==> src/rtl/asid_tlb.sv <==
module asid_tlb #(
  parameter int ENTRIES = 8,
  parameter int ASID_W  = 16,
  parameter int PPN_W   = 44,
  parameter int FLD_W   = 9,
  parameter int OFF_W   = 12
) (
  input  logic                    clk,
  input  logic                    rst_n,
  input  logic [3*FLD_W-1:0]      lk_vpn,
  input  logic [OFF_W-1:0]        lk_off,
  input  logic [ASID_W-1:0]       cur_asid,
  output logic                    lk_hit,
  output logic [PPN_W+OFF_W-1:0]  lk_pa,
  output logic [3:0]              lk_perm,
  input  logic                    rf_en,
  input  logic [3*FLD_W-1:0]      rf_vpn,
  input  logic [ASID_W-1:0]       rf_asid,
  input  logic [PPN_W-1:0]        rf_ppn,
  input  logic [1:0]              rf_lvl,
  input  logic                    rf_glb,
  input  logic [3:0]              rf_perm,
  input  logic                    fl_all,
  input  logic                    fl_asid_en,
  input  logic [ASID_W-1:0]       fl_asid
);
  localparam int VPN_W = 3*FLD_W;
  localparam int IDX_W = (ENTRIES > 1) ? $clog2(ENTRIES) : 1;

  logic [ENTRIES-1:0] val_q, glb_q, hit_v;
  logic [ASID_W-1:0]  asid_q [ENTRIES];
  logic [VPN_W-1:0]   vpn_q  [ENTRIES];
  logic [PPN_W-1:0]   ppn_q  [ENTRIES];
  logic [1:0]         lvl_q  [ENTRIES];
  logic [3:0]         perm_q [ENTRIES];
  logic [IDX_W-1:0]   rr_q, sel, free_idx, victim;
  logic               has_free;

  for (genvar g = 0; g < ENTRIES; g++) begin : g_cmp
    logic hi_eq, mid_eq, lo_eq;
    assign hi_eq  = vpn_q[g][VPN_W-1 -: FLD_W] == lk_vpn[VPN_W-1 -: FLD_W];
    assign mid_eq = vpn_q[g][2*FLD_W-1 -: FLD_W] == lk_vpn[2*FLD_W-1 -: FLD_W];
    assign lo_eq  = vpn_q[g][FLD_W-1:0] == lk_vpn[FLD_W-1:0];
    assign hit_v[g] = val_q[g] && (glb_q[g] || asid_q[g] == cur_asid) && hi_eq
                      && (lvl_q[g][1] || mid_eq) && (lvl_q[g] != 2'd0 || lo_eq);
  end

  always_comb begin
    sel = '0;
    for (int i = ENTRIES-1; i >= 0; i--)
      if (hit_v[i]) sel = IDX_W'(i);
  end

  always_comb begin
    free_idx = '0;
    for (int i = ENTRIES-1; i >= 0; i--)
      if (!val_q[i]) free_idx = IDX_W'(i);
  end

  assign has_free = ~&val_q;
  assign victim   = has_free ? free_idx : rr_q;
  assign lk_hit   = |hit_v;

  always_comb begin
    lk_pa   = '0;
    lk_perm = '0;
    if (lk_hit) begin
      lk_pa = {ppn_q[sel][PPN_W-1:2*FLD_W],
               lvl_q[sel][1]       ? lk_vpn[2*FLD_W-1 -: FLD_W] : ppn_q[sel][2*FLD_W-1 -: FLD_W],
               lvl_q[sel] != 2'd0  ? lk_vpn[FLD_W-1:0]          : ppn_q[sel][FLD_W-1:0],
               lk_off};
      lk_perm = perm_q[sel];
    end
  end

  always_ff @(posedge clk) begin
    if (!rst_n) begin
      val_q <= '0;
      glb_q <= '0;
      rr_q  <= '0;
    end else begin
      for (int i = 0; i < ENTRIES; i++)
        if (fl_all || (fl_asid_en && !glb_q[i] && asid_q[i] == fl_asid))
          val_q[i] <= 1'b0;
      if (rf_en) begin
        val_q[victim] <= 1'b1;
        glb_q[victim] <= rf_glb;
        if (!has_free)
          rr_q <= (rr_q == IDX_W'(ENTRIES-1)) ? '0 : rr_q + 1'b1;
      end
    end
  end

  always_ff @(posedge clk) begin
    if (rf_en) begin
      asid_q[victim] <= rf_asid;
      vpn_q[victim]  <= rf_vpn;
      ppn_q[victim]  <= rf_ppn;
      lvl_q[victim]  <= rf_lvl;
      perm_q[victim] <= rf_perm;
    end
  end
endmodule

==> config.mk <==
export PLATFORM = sky130hd
export DESIGN_NAME = asid_tlb
export DESIGN_NICKNAME = d
export VERILOG_FILES = /design/src/rtl/asid_tlb.sv
export SDC_FILE = /design/constraint.sdc
export NUM_CORES = 1
export LEC_CHECK = 0
export BUFFER_PORTS_ARGS = -buffer_cell sky130_fd_sc_hd__buf_4
export CORE_ASPECT_RATIO = 0.6
export CORE_UTILIZATION = 60
export CTS_BUF_LIST = sky130_fd_sc_hd__clkbuf_8
export DETAILED_ROUTE_END_ITERATION = 8
export PLACE_DENSITY_LB_ADDON = 0.08
export SYNTH_ARGS = -nofsm -noshare
export SYNTH_HDL_FRONTEND = slang
export SYNTH_SLANG_ARGS = --single-unit
==> constraint.sdc <==
create_clock -name clk -period 13.25 [get_ports clk]
set_clock_uncertainty 0.1 [all_clocks]
set_input_delay 1.9875 -clock clk [delete_from_list [all_inputs] [get_ports clk]]
set_output_delay 1.9875 -clock clk [all_outputs]
set_load 0.01 [all_outputs]
---- After elaboration in Yosys (flattened, before gate mapping) ----
Memory sizes are Yosys's and may differ from the RTL's.
Cells that the tools add are included.
word-level totals
  register bits after elaboration ......... 19
  bits in writable memories ............... 744
  logic and storage cells ................. 198
  input port bits ......................... 170
  memories kept ........................... 5
cells by class
  magnitude comparators ................... 2
  add/subtract/negate cells ............... 1
  muxes and demuxes ....................... 44
  reductions and logical operators ........ 101
  equality and inequality tests ........... 41
  bitwise gates (word level) .............. 1
memories
  name    words  width  read ports  clocked after memory_dff  write ports  RTL line  RTL
  ppn_q   8      44     1           0                         1            33        logic [PPN_W-1:0] ppn_q [ENTRIES];
  vpn_q   8      27     8           0                         1            32        logic [VPN_W-1:0] vpn_q [ENTRIES];
  asid_q  8      16     8           0                         1            31        logic [ASID_W-1:0] asid_q [ENTRIES];
  perm_q  8      4      1           0                         1            35        logic [3:0] perm_q [ENTRIES];
  lvl_q   8      2      9           0                         1            34        logic [1:0] lvl_q [ENTRIES];
operators by type and width
  cell                                                 number
  == test 16 bit                                       16
  == test 9 bit                                        24
  two-way mux 56 bit                                   1
  two-way mux 3 bit                                    18
  logical AND 1 bit                                    49
  logical OR 1 bit                                     32
  two-way mux 1 bit                                    19
  two-way mux 9 bit                                    2
  nonzero test 2 bit                                   9
  AND reduction 9 bit                                  1
  bitwise mux 8 bit                                    1
  zero test 1 bit                                      8
  two-way mux 8 bit                                    1
  bitwise OR 8 bit                                     1
  AND reduction 8 bit                                  1
  OR reduction 8 bit                                   1
  < comparator 3 x 4 -> 1 bit, second input constant   1
  two-way mux 4 bit                                    1
  adder 3 x 1 -> 3 bit, second input constant          1
  demux 1 bit (select 3 bit)                           1
  == test 3 bit, second input constant                 1
  >= comparator 3 x 1 -> 1 bit, second input constant  1

---- Logic depth before layout (Yosys ltp) ----
Gate-level depths: netlist of the first run.
An unclocked memory read counts as a cell.
  word-level depth ........................ 18
  mapped depth ............................ 14
  depth with buffers taken out ............ 11

---- Least setup slack after synthesis of the first run ----
Ideal clock, no wire load.
  kind .................................... input to register
  start point ............................. input rf_en
  end point ............................... register glb_q[0]
  cell stages on the path ................. 4
  setup slack ............................. 3.828 ns
  setup time .............................. 0.125 ns
  arrival ................................. 9.197 ns
  cells stage by stage .................... o21ai_0 -> nor3_1 -> mux2i_1 -> nor2b_1
RTL lines
  item                            RTL line  RTL
  start: declaration              16        input logic rf_en,
  end signal: indexed assignment  87        glb_q[victim] <= rf_glb;
  end: declaration                30        logic [ENTRIES-1:0] val_q, glb_q, hit_v;

---- Worst setup path in the final report of the first run ----
  start point ............................. input cur_asid[14]
  end point ............................... output lk_pa[28]
on the way
  word-level cells in the longest chain between the ends .. 17
ends and longest elaborated chain
  item                                                              RTL line  RTL
  start: declaration                                                12        input logic [ASID_W-1:0] cur_asid,
  == test 16 bit                                                    44        assign hit_v[g] = val_q[g] && (glb_q[g] || asid_q[g] == cur_asid) && hi_eq
  logical OR 1 bit                                                  44
  logical AND 1 bit (2 in a row)                                    44
  logical AND 1 bit (2 in a row)                                    45        && (lvl_q[g][1] || mid_eq) && (lvl_q[g] != 2'd0 || lo_eq);
  two-way mux 3 bit (8 in a row)                                    51        if (hit_v[i]) sel = IDX_W'(i);
  memory (8 x 44 bit) / memory (8 x 2 bit) (equally long branches)  n/a
  two-way mux 9 bit                                                 69        lvl_q[sel][1] ? lk_vpn[2*FLD_W-1 -: FLD_W] : ppn_q[sel][2*FLD_W-1 -: FLD_W],
  two-way mux 56 bit (*)                                            67        if (lk_hit) begin
  end: declaration                                                  14        output logic [PPN_W+OFF_W-1:0] lk_pa,
Mark *: on every way between the ends. The rest lies on a longest branch, timed or not.

==> results of run 1 <==
[per-layer routing]
layer	track usage, %	vias up
met4	5.80	0
li1	-	8850
met5	0	-
met3	10.5	91
met2	42.8	1063
met1	49.8	10048
[path summary, 6_finish.rpt]
kind                                          endpoint                 start  depth (start not counted)
worst min register to register    rr_q[1]$_SDFFE_PN0P_  rr_q[1]$_SDFFE_PN0P_                          2
worst min-delay path              rr_q[1]$_SDFFE_PN0P_  rr_q[1]$_SDFFE_PN0P_                          2
worst max-delay path                         lk_pa[28]          cur_asid[14]                         14
worst max register to register  ppn_q[0][14]$_DFFE_PP_   val_q[5]$_SDFF_PN0_                          9
[cell usage in the layout, fill, tap and decap left out, types with 9 or more instances in the layout]
master / instances
sky130_fd_sc_hd__edfxtp_1: 744
sky130_fd_sc_hd__xor2_1: 298
sky130_fd_sc_hd__buf_4: 248
sky130_fd_sc_hd__xnor2_1: 174
sky130_fd_sc_hd__mux2i_1: 133
sky130_fd_sc_hd__clkbuf_8: 111
sky130_fd_sc_hd__nor2_1: 80
sky130_fd_sc_hd__nor4_1: 68
sky130_fd_sc_hd__mux2_2: 63
sky130_fd_sc_hd__a21oi_1: 63
sky130_fd_sc_hd__nand4_1: 58
sky130_fd_sc_hd__nand2_1: 51
sky130_fd_sc_hd__inv_1: 50
sky130_fd_sc_hd__nor3_1: 33
sky130_fd_sc_hd__clkinv_1: 32
sky130_fd_sc_hd__a22o_1: 31
sky130_fd_sc_hd__nor3b_1: 24
sky130_fd_sc_hd__nand3_1: 21
sky130_fd_sc_hd__dfxtp_1: 19
sky130_fd_sc_hd__a31oi_1: 18
sky130_fd_sc_hd__clkinv_2: 17
sky130_fd_sc_hd__and2_1: 13
sky130_fd_sc_hd__o21ai_0: 12
sky130_fd_sc_hd__a211oi_1: 11
sky130_fd_sc_hd__and3_1: 10
sky130_fd_sc_hd__a41o_1: 10
sky130_fd_sc_hd__o311a_1: 10
sky130_fd_sc_hd__a31o_2: 10
sky130_fd_sc_hd__a21o_1: 10
sky130_fd_sc_hd__a21boi_0: 9
[state kept, by name, indices dropped and copies added (netlist names)]
register  count
glb_q         8
perm_q       32
asid_q      128
ppn_q       352
lvl_q        16
val_q         8
vpn_q       216
rr_q          3
[area by class of cell]
| type | instances | area (sq um) |
|---|---|---|
| flip-flops and latches | 763 | 22700 |
| fillers | 3758 | 16800 |
| multi-input cells | 1305 | 10200 |
| repair buffers | 250 | 1900 |
| clock buffers | 111 | 1530 |
| well taps | 748 | 936 |
| clock inverters | 88 | 474 |
| inverters | 24 | 97.6 |
| diodes | 1 | 2.50 |
[report_power, final]
part	leakage (nW)	internal (mW)	total (mW)	switching, mW
sequential	6.91	2.69	2.70	0.0149
combinational	5.70	0.0975	0.276	0.178
clock	1.14	0.841	1.75	0.907
total	13.7	3.62	4.73	1.10
[critical path: cells and delay by family]
family / cells / cell delay (ns)
and+or+nand+nor: 4 / 2.20
AOI/OAI and AO/OA: 4 / 1.22
buffers and inverters: 3 / 0.85
muxes: 2 / 0.39
xor gates and xnor gates: 1 / 0.18
[metrics by stage]
stage / hold WS, ns / worst slack [ns] / utilization, %
floorplan: 0.357 / 3.83 / -
global placement: 0.375 / 4.39 / 65.6
detailed placement: 0.394 / 4.43 / 65.6
CTS: 0.405 / 4.41 / 69.2
global route: 0.438 / 3.79 / 69.2
finish: 0.406 / 4.03 / 69.2
[cells by family after synthesis]
logic type	after synthesis	synth area share [%]
flops	763	67.9
xor+xnor	472	12.3
simple gates	407	6.71
compound gates	227	4.94
mux	197	6.16
buf+inv	141	1.89
fa+ha+maj	2	0.0747
==> results.cfg, run 1 <==
[synthesis]
synth_commonest_cells = sky130_fd_sc_hd__edfxtp_1 (744), sky130_fd_sc_hd__xor2_1 (298), sky130_fd_sc_hd__xnor2_1 (174)
syn_area_sq_um = 33500
yosys.area.top_type_share_pct = 66.7
synth.ff_latch_count = 763
synthArstFlopShare_pct = 0
yosysMostFrequentCell = sky130_fd_sc_hd__edfxtp_1
synth.avg_cell_area_sq_um = 15.2
synthesis.nets = 2381
synth_top_flop_cell = sky130_fd_sc_hd__edfxtp_1
post_synth_edffs = 744
synth_largest_area_cell = sky130_fd_sc_hd__edfxtp_1
yosys.cell_types.count = 60
post_synth_inst_count = 2209
yosysSeqAreaShare_pct = 67.9
synth_top_cells_by_area = sky130_fd_sc_hd__edfxtp_1 (67%), sky130_fd_sc_hd__xor2_1 (7.8%), sky130_fd_sc_hd__xnor2_1 (4.6%)
ys_warn_count = 0

[placement]
post_detail_place_hpwl_um = 58400
placed_area_sq_um = 35800
place.gp.congestion = 0.988
place.detailed.instances = 3090
port_buffers = 230

[worst_hold_path]
worstHoldPathType = reg2reg

[timing]
max_freq_mhz = 108
hold_viol_final = 0
slew_at_the_pin_with_the_worst_max_slew_slack_ns = 1.41
setup_tns_final_ns = 0
finalSetupViolCount = 0
final-max-slew-violation-count = 0
rsz_0062_raised_after_global_routing = false
headroom_to_the_max_slew_limit_pct = 5.00
post-route-period-util_pct = 69.6
post-route-min-period_ns = 9.22

[pwr]
total_leakage_power_nw = 13.7
worst_ir_drop_vdd_mv = 0.101
pwr_cell_area_nw_per_um2 = 125
power_consumption_mw = 4.73

[flow_run]
max_cap_violations = 0

[clocking]
cts_htree_levels = 3
cts_hold_buf = 0
cts_max_path_buffers = 3
cts.sinks = 763
clkTransAtPathRegs_ns = 0.06
ctsResizeCount = 0
cts_root_buf = sky130_fd_sc_hd__clkbuf_8
post_cts_buffers = 0
clk-insertion-delay-late_ns = 0.75
cts_tree = built
cts_inserted_buffers = 107

[global_route]
number_of_antenna_violations_at_the_first_check_in_global_routing = 1
first_pass_grt_wire_length_um = 129000
vias_in_the_first_global_route = 19151
globalRoute.totalOverflow = 0
grt_max_degree = 193
gr-usage-all-layers_pct = 31.7

[floorplanning]
die-height_um = 185
placementRows = 66
starting_density_of_the_core_pct = 61.2
io_pins = 231
die_w_um = 307
design.die.area_sq_um = 56800
coreArea_sq_um = 54700

[worst_setup_path]
cp.required_ns = 11.16
timing.critical_path.slowest_cell_delay_ns = 0.94
crit_chain = buf_4 -> xor2_1 -> nor4_1 -> a41oi_1 -> nor4b_1 -> o211ai_2 -> nand2_2 -> a21o_4 -> buf_12 -> mux2i_1 -> mux2i_1 -> nand3_1 -> a31oi_1 -> buf_4
cpMaxStageDelayCell = sky130_fd_sc_hd__nor4_1
setup.worst_path.class = in2out
worstPathMaxFanout = 192
critPathArrivalTime_ns = 7.14
timing.critical_path.from_type = input port
r2r_setup_slack_ns = 9.19
crit_path_end_kind = output port

[routing]
routedLengthMet1_um = 40900
routed-via-count = 20052
drt-vias-per-instance = 6.09
met2_wirelength_um = 37000
met3_wirelength_um = 10800
drc_errors = 0
detail-route-antenna-nets = 0
drt_wl_total_um = 89900
detail_route.wl_per_cell_um = 27.3
topRoutingLayerUsed = met4
drt_pre_antenna_iters = 6
dr_iter_0_viols = 2331

[status]
run_status = finished clean

[cells_and_area]
layout-area-overhead-vs-synth_pct = 13.1
ratio_of_cells_with_drive_above_1_in_the_final_layout_pct = 19.0
stdcell_count = 3290
design_area_sq_um = 37800
num-nets-final = 2623
Note: power is estimated with default switching activity, not from simulation.
==> run 2: changes to the inputs <==
ABC_AREA = 1   (was default)
CORE_UTILIZATION = 57   (was 60)
clock period = 7.6 ns   (was 13.25 ns; I/O delays follow)
==> run 2 against run 1 <==
Effect of this change:
- the flow now finishes with violations (capacitance limit, slew limit)
- die area grew 10%
- setup slack lost 3.3 ns
- combinational power increased by 87%
- via count up 25%
- critical path type unchanged
- critical endpoint is now lk_pa[24]
==> results.cfg, run 2 <==
[worst_setup_path]
worst_path_dominant_cell_family = simple AND/OR/NAND/NOR gates
cp.required_ns = 6.36
r2r_end = ppn_q[7][22]$_DFFE_PP_
cp.depth = 23
crit_path_end_kind = output port
critical_path_sink = lk_pa[24]
cpMaxStageDelayCell = sky130_fd_sc_hd__nor3_1
r2r_setup_slack_ns = 3.86
setup.worst_path.class = in2out
critPathBufInv = 3
worstPathMaxFanout = 62
crit_path_frequent_cell = sky130_fd_sc_hd__nand2_1
r2r_start = val_q[3]$_SDFF_PN0_
worstRegToRegCells = 11
timing.critical_path.from_type = input port
timing.critical_path.slowest_cell_delay_ns = 0.58
crit_chain = buf_4 -> or2_0 -> a21oi_1 -> nand4_1 -> nor3_1 -> nand2_1 -> nand2_1 -> nand2_1 -> nor2_1 -> nand2_1 -> nand2_2 -> nand2_4 -> nand2_4 -> buf_4 -> nand2_1 -> nand3_1 -> nand2_1 -> nand2_1 -> nand2_1 -> nand2_1 -> nand2_1 -> nor2_1 -> buf_4
startpoint = cur_asid[2]
critPathArrivalTime_ns = 5.63

[routing]
drt-vias-per-instance = 5.82
drt_pre_antenna_iters = 6
detail-route-antenna-nets = 0
drt_wl_total_um = 103000
detail_route.wl_per_cell_um = 23.8
routed-via-count = 25111
dr_iter_0_viols = 3134
drc_errors = 0

[synthesis]
syn_area_sq_um = 35000
post_synth_edffs = 744
synthesis.nets = 3365
yosys.cell_types.count = 53
synth.ff_latch_count = 763
post_synth_inst_count = 3193
yosysMostFrequentCell = sky130_fd_sc_hd__edfxtp_1
synth_largest_area_cell = sky130_fd_sc_hd__edfxtp_1
synth.avg_cell_area_sq_um = 11.0
ys_warn_count = 0
yosys.area.top_type_share_pct = 63.8
synth_top_cells_by_area = sky130_fd_sc_hd__edfxtp_1 (64%), sky130_fd_sc_hd__nand2_1 (7.2%), sky130_fd_sc_hd__nand3_1 (5.4%)
synth_top_flop_cell = sky130_fd_sc_hd__edfxtp_1
synthArstFlopShare_pct = 0
synth_commonest_cells = sky130_fd_sc_hd__edfxtp_1 (744), sky130_fd_sc_hd__nand2_1 (671), sky130_fd_sc_hd__nand3_1 (381)
yosysSeqAreaShare_pct = 64.9

[clocking]
cts_inserted_buffers = 109
cts_max_path_buffers = 3
post_cts_buffers = 0
cts_htree_levels = 3
clkTransAtPathRegs_ns = 0.07
cts_hold_buf = 0
ctsResizeCount = 0
cts_tree = built
cts_root_buf = sky130_fd_sc_hd__clkbuf_8
cts.sinks = 763
clk-insertion-delay-late_ns = 0.75

[timing]
rsz_0062_raised_after_global_routing = false
post-route-min-period_ns = 6.87
final-max-slew-violation-count = 2
post-route-period-util_pct = 90.4
slew_at_the_pin_with_the_worst_max_slew_slack_ns = 1.54
setup_tns_final_ns = 0
max_freq_mhz = 146
fin_worst_hold_slack_ns = 0.384
headroom_to_the_max_slew_limit_pct = -3.88
setup_ws_ns = 0.728
finalSetupViolCount = 0
hold_viol_final = 0

[floorplanning]
io_pins = 231
placementRows = 69
starting_density_of_the_core_pct = 58.5
design.die.area_sq_um = 62500
die-height_um = 194
die_w_um = 322
coreArea_sq_um = 59900

[cells_and_area]
layout-area-overhead-vs-synth_pct = 12.2
ratio_of_cells_with_drive_above_1_in_the_final_layout_pct = 13.8
leading_cell_type_in_the_layout_fill_and_taps_excluded = sky130_fd_sc_hd__edfxtp_1
largest_register_ff_count = 352
fillers = 4623
largest_registers = ppn_q (352), vpn_q (216), asid_q (128)
design_area_sq_um = 39300
regMostFlops = ppn_q
stdcell_count = 4316
num-nets-final = 3577
most-common-layout-cells = sky130_fd_sc_hd__edfxtp_1 (744), sky130_fd_sc_hd__nand2_1 (671), sky130_fd_sc_hd__nand3_1 (381)
layout.core_utilization_pct = 65.6

[global_route]
number_of_antenna_violations_at_the_first_check_in_global_routing = 6
globalRoute.totalOverflow = 0
first_pass_grt_wire_length_um = 151000
grt_max_degree = 96
gr-usage-all-layers_pct = 33.0
vias_in_the_first_global_route = 23177

[placement]
placed_area_sq_um = 37300
post_detail_place_hpwl_um = 68700
preCtsSetupSlack_ns = 0.968
place.detailed.instances = 4110
place.gp.congestion = 0.999
port_buffers = 230

[worst_hold_path]
worstHoldPathType = reg2reg

[pwr]
pwr_cell_area_nw_per_um2 = 210
total_leakage_power_nw = 14.9
worst_ir_drop_vdd_mv = 0.177
power_consumption_mw = 8.27

[status]
failing_checks = capacitance limit, slew limit
run_status = finished with violations

[flow_run]
max_cap_violations = 1
[run 2: changes by cell type after synthesis, sizes merged, moves of 63 or more]
| cell | delta |
|---|---|
| nor2 | +149 |
| o21ai | +112 |
| mux2i | -134 |
| inv | +204 |
| nand2 | +626 |
| nand3 | +364 |
| mux2 | -63 |
| xor2 | -167 |
[run 2: per-layer routing]
layer	track usage [%]	up-vias	routed length, um
met5	1.38	-	132
met4	6.70	4	1610
met3	14.1	110	14600
met2	41.4	1428	39600
met1	52.1	12027	46600
li1	-	11542	-
[run 2: logic make-up (layout without fill, tap and decap cells)]
| kind of cell | after synthesis | after routing | synth area share, % |
|---|---|---|---|
| flip-flops | 763 | 763 | 64.9 |
| AND/OR/NAND/NOR | 1469 | 1469 | 18.5 |
| adder cells (fa/ha/maj) | 2 | 2 | 0.0714 |
| AO/OA/AOI/OAI | 304 | 304 | 5.02 |
| buffers and inverters | 389 | 691 | 4.93 |
| other | 0 | 5 | 0 |
| XOR/XNOR | 266 | 266 | 6.65 |
[run 2: power breakdown]
part	switching [mW]	leakage (nW)	internal [mW]
logic	0.347	6.88	0.169
clock network	1.59	1.16	1.45
registers	0.0285	6.91	4.68
total	1.97	14.9	6.30
[run 2: worst min-delay path by stage]
stage / start / endpoint / slack, ns / cells past startpoint
2_1_floorplan: glb_q[2]$_SDFFE_PN0P_ / glb_q[2]$_SDFFE_PN0P_ / 0.34 / 2
3_3_place_gp: rr_q[2]$_SDFFE_PN0P_ / rr_q[2]$_SDFFE_PN0P_ / 0.36 / 2
3_5_place_dp: rr_q[2]$_SDFFE_PN0P_ / rr_q[2]$_SDFFE_PN0P_ / 0.38 / 2
4_1_cts: rr_q[2]$_SDFFE_PN0P_ / rr_q[2]$_SDFFE_PN0P_ / 0.38 / 2
5_1_grt: rr_q[2]$_SDFFE_PN0P_ / rr_q[2]$_SDFFE_PN0P_ / 0.40 / 2
6_report: rr_q[2]$_SDFFE_PN0P_ / rr_q[2]$_SDFFE_PN0P_ / 0.38 / 2
[run 2: layout make-up]
cell class	count	area, sq um	share of cell area (%)
clock buffers	117	1610	4.10
inverters	229	863	2.20
repair buffers	261	2050	5.21
multi-input cells	2041	10700	27.1
well taps	816	1020	2.60
diodes	5	12.5	0.0318
flip-flops and latches	763	22700	57.8
clock inverters	84	373	0.948
[run 2: worst min-delay path: cells and delay by family, from the launching register on]
| kind | cells | cell delay, ns |
|---|---|---|
| AO/OA/AOI/OAI | 1 | 0.05 |
| flip-flops | 1 | 0.32 |
| buffers and inverters | 1 | 0.07 |
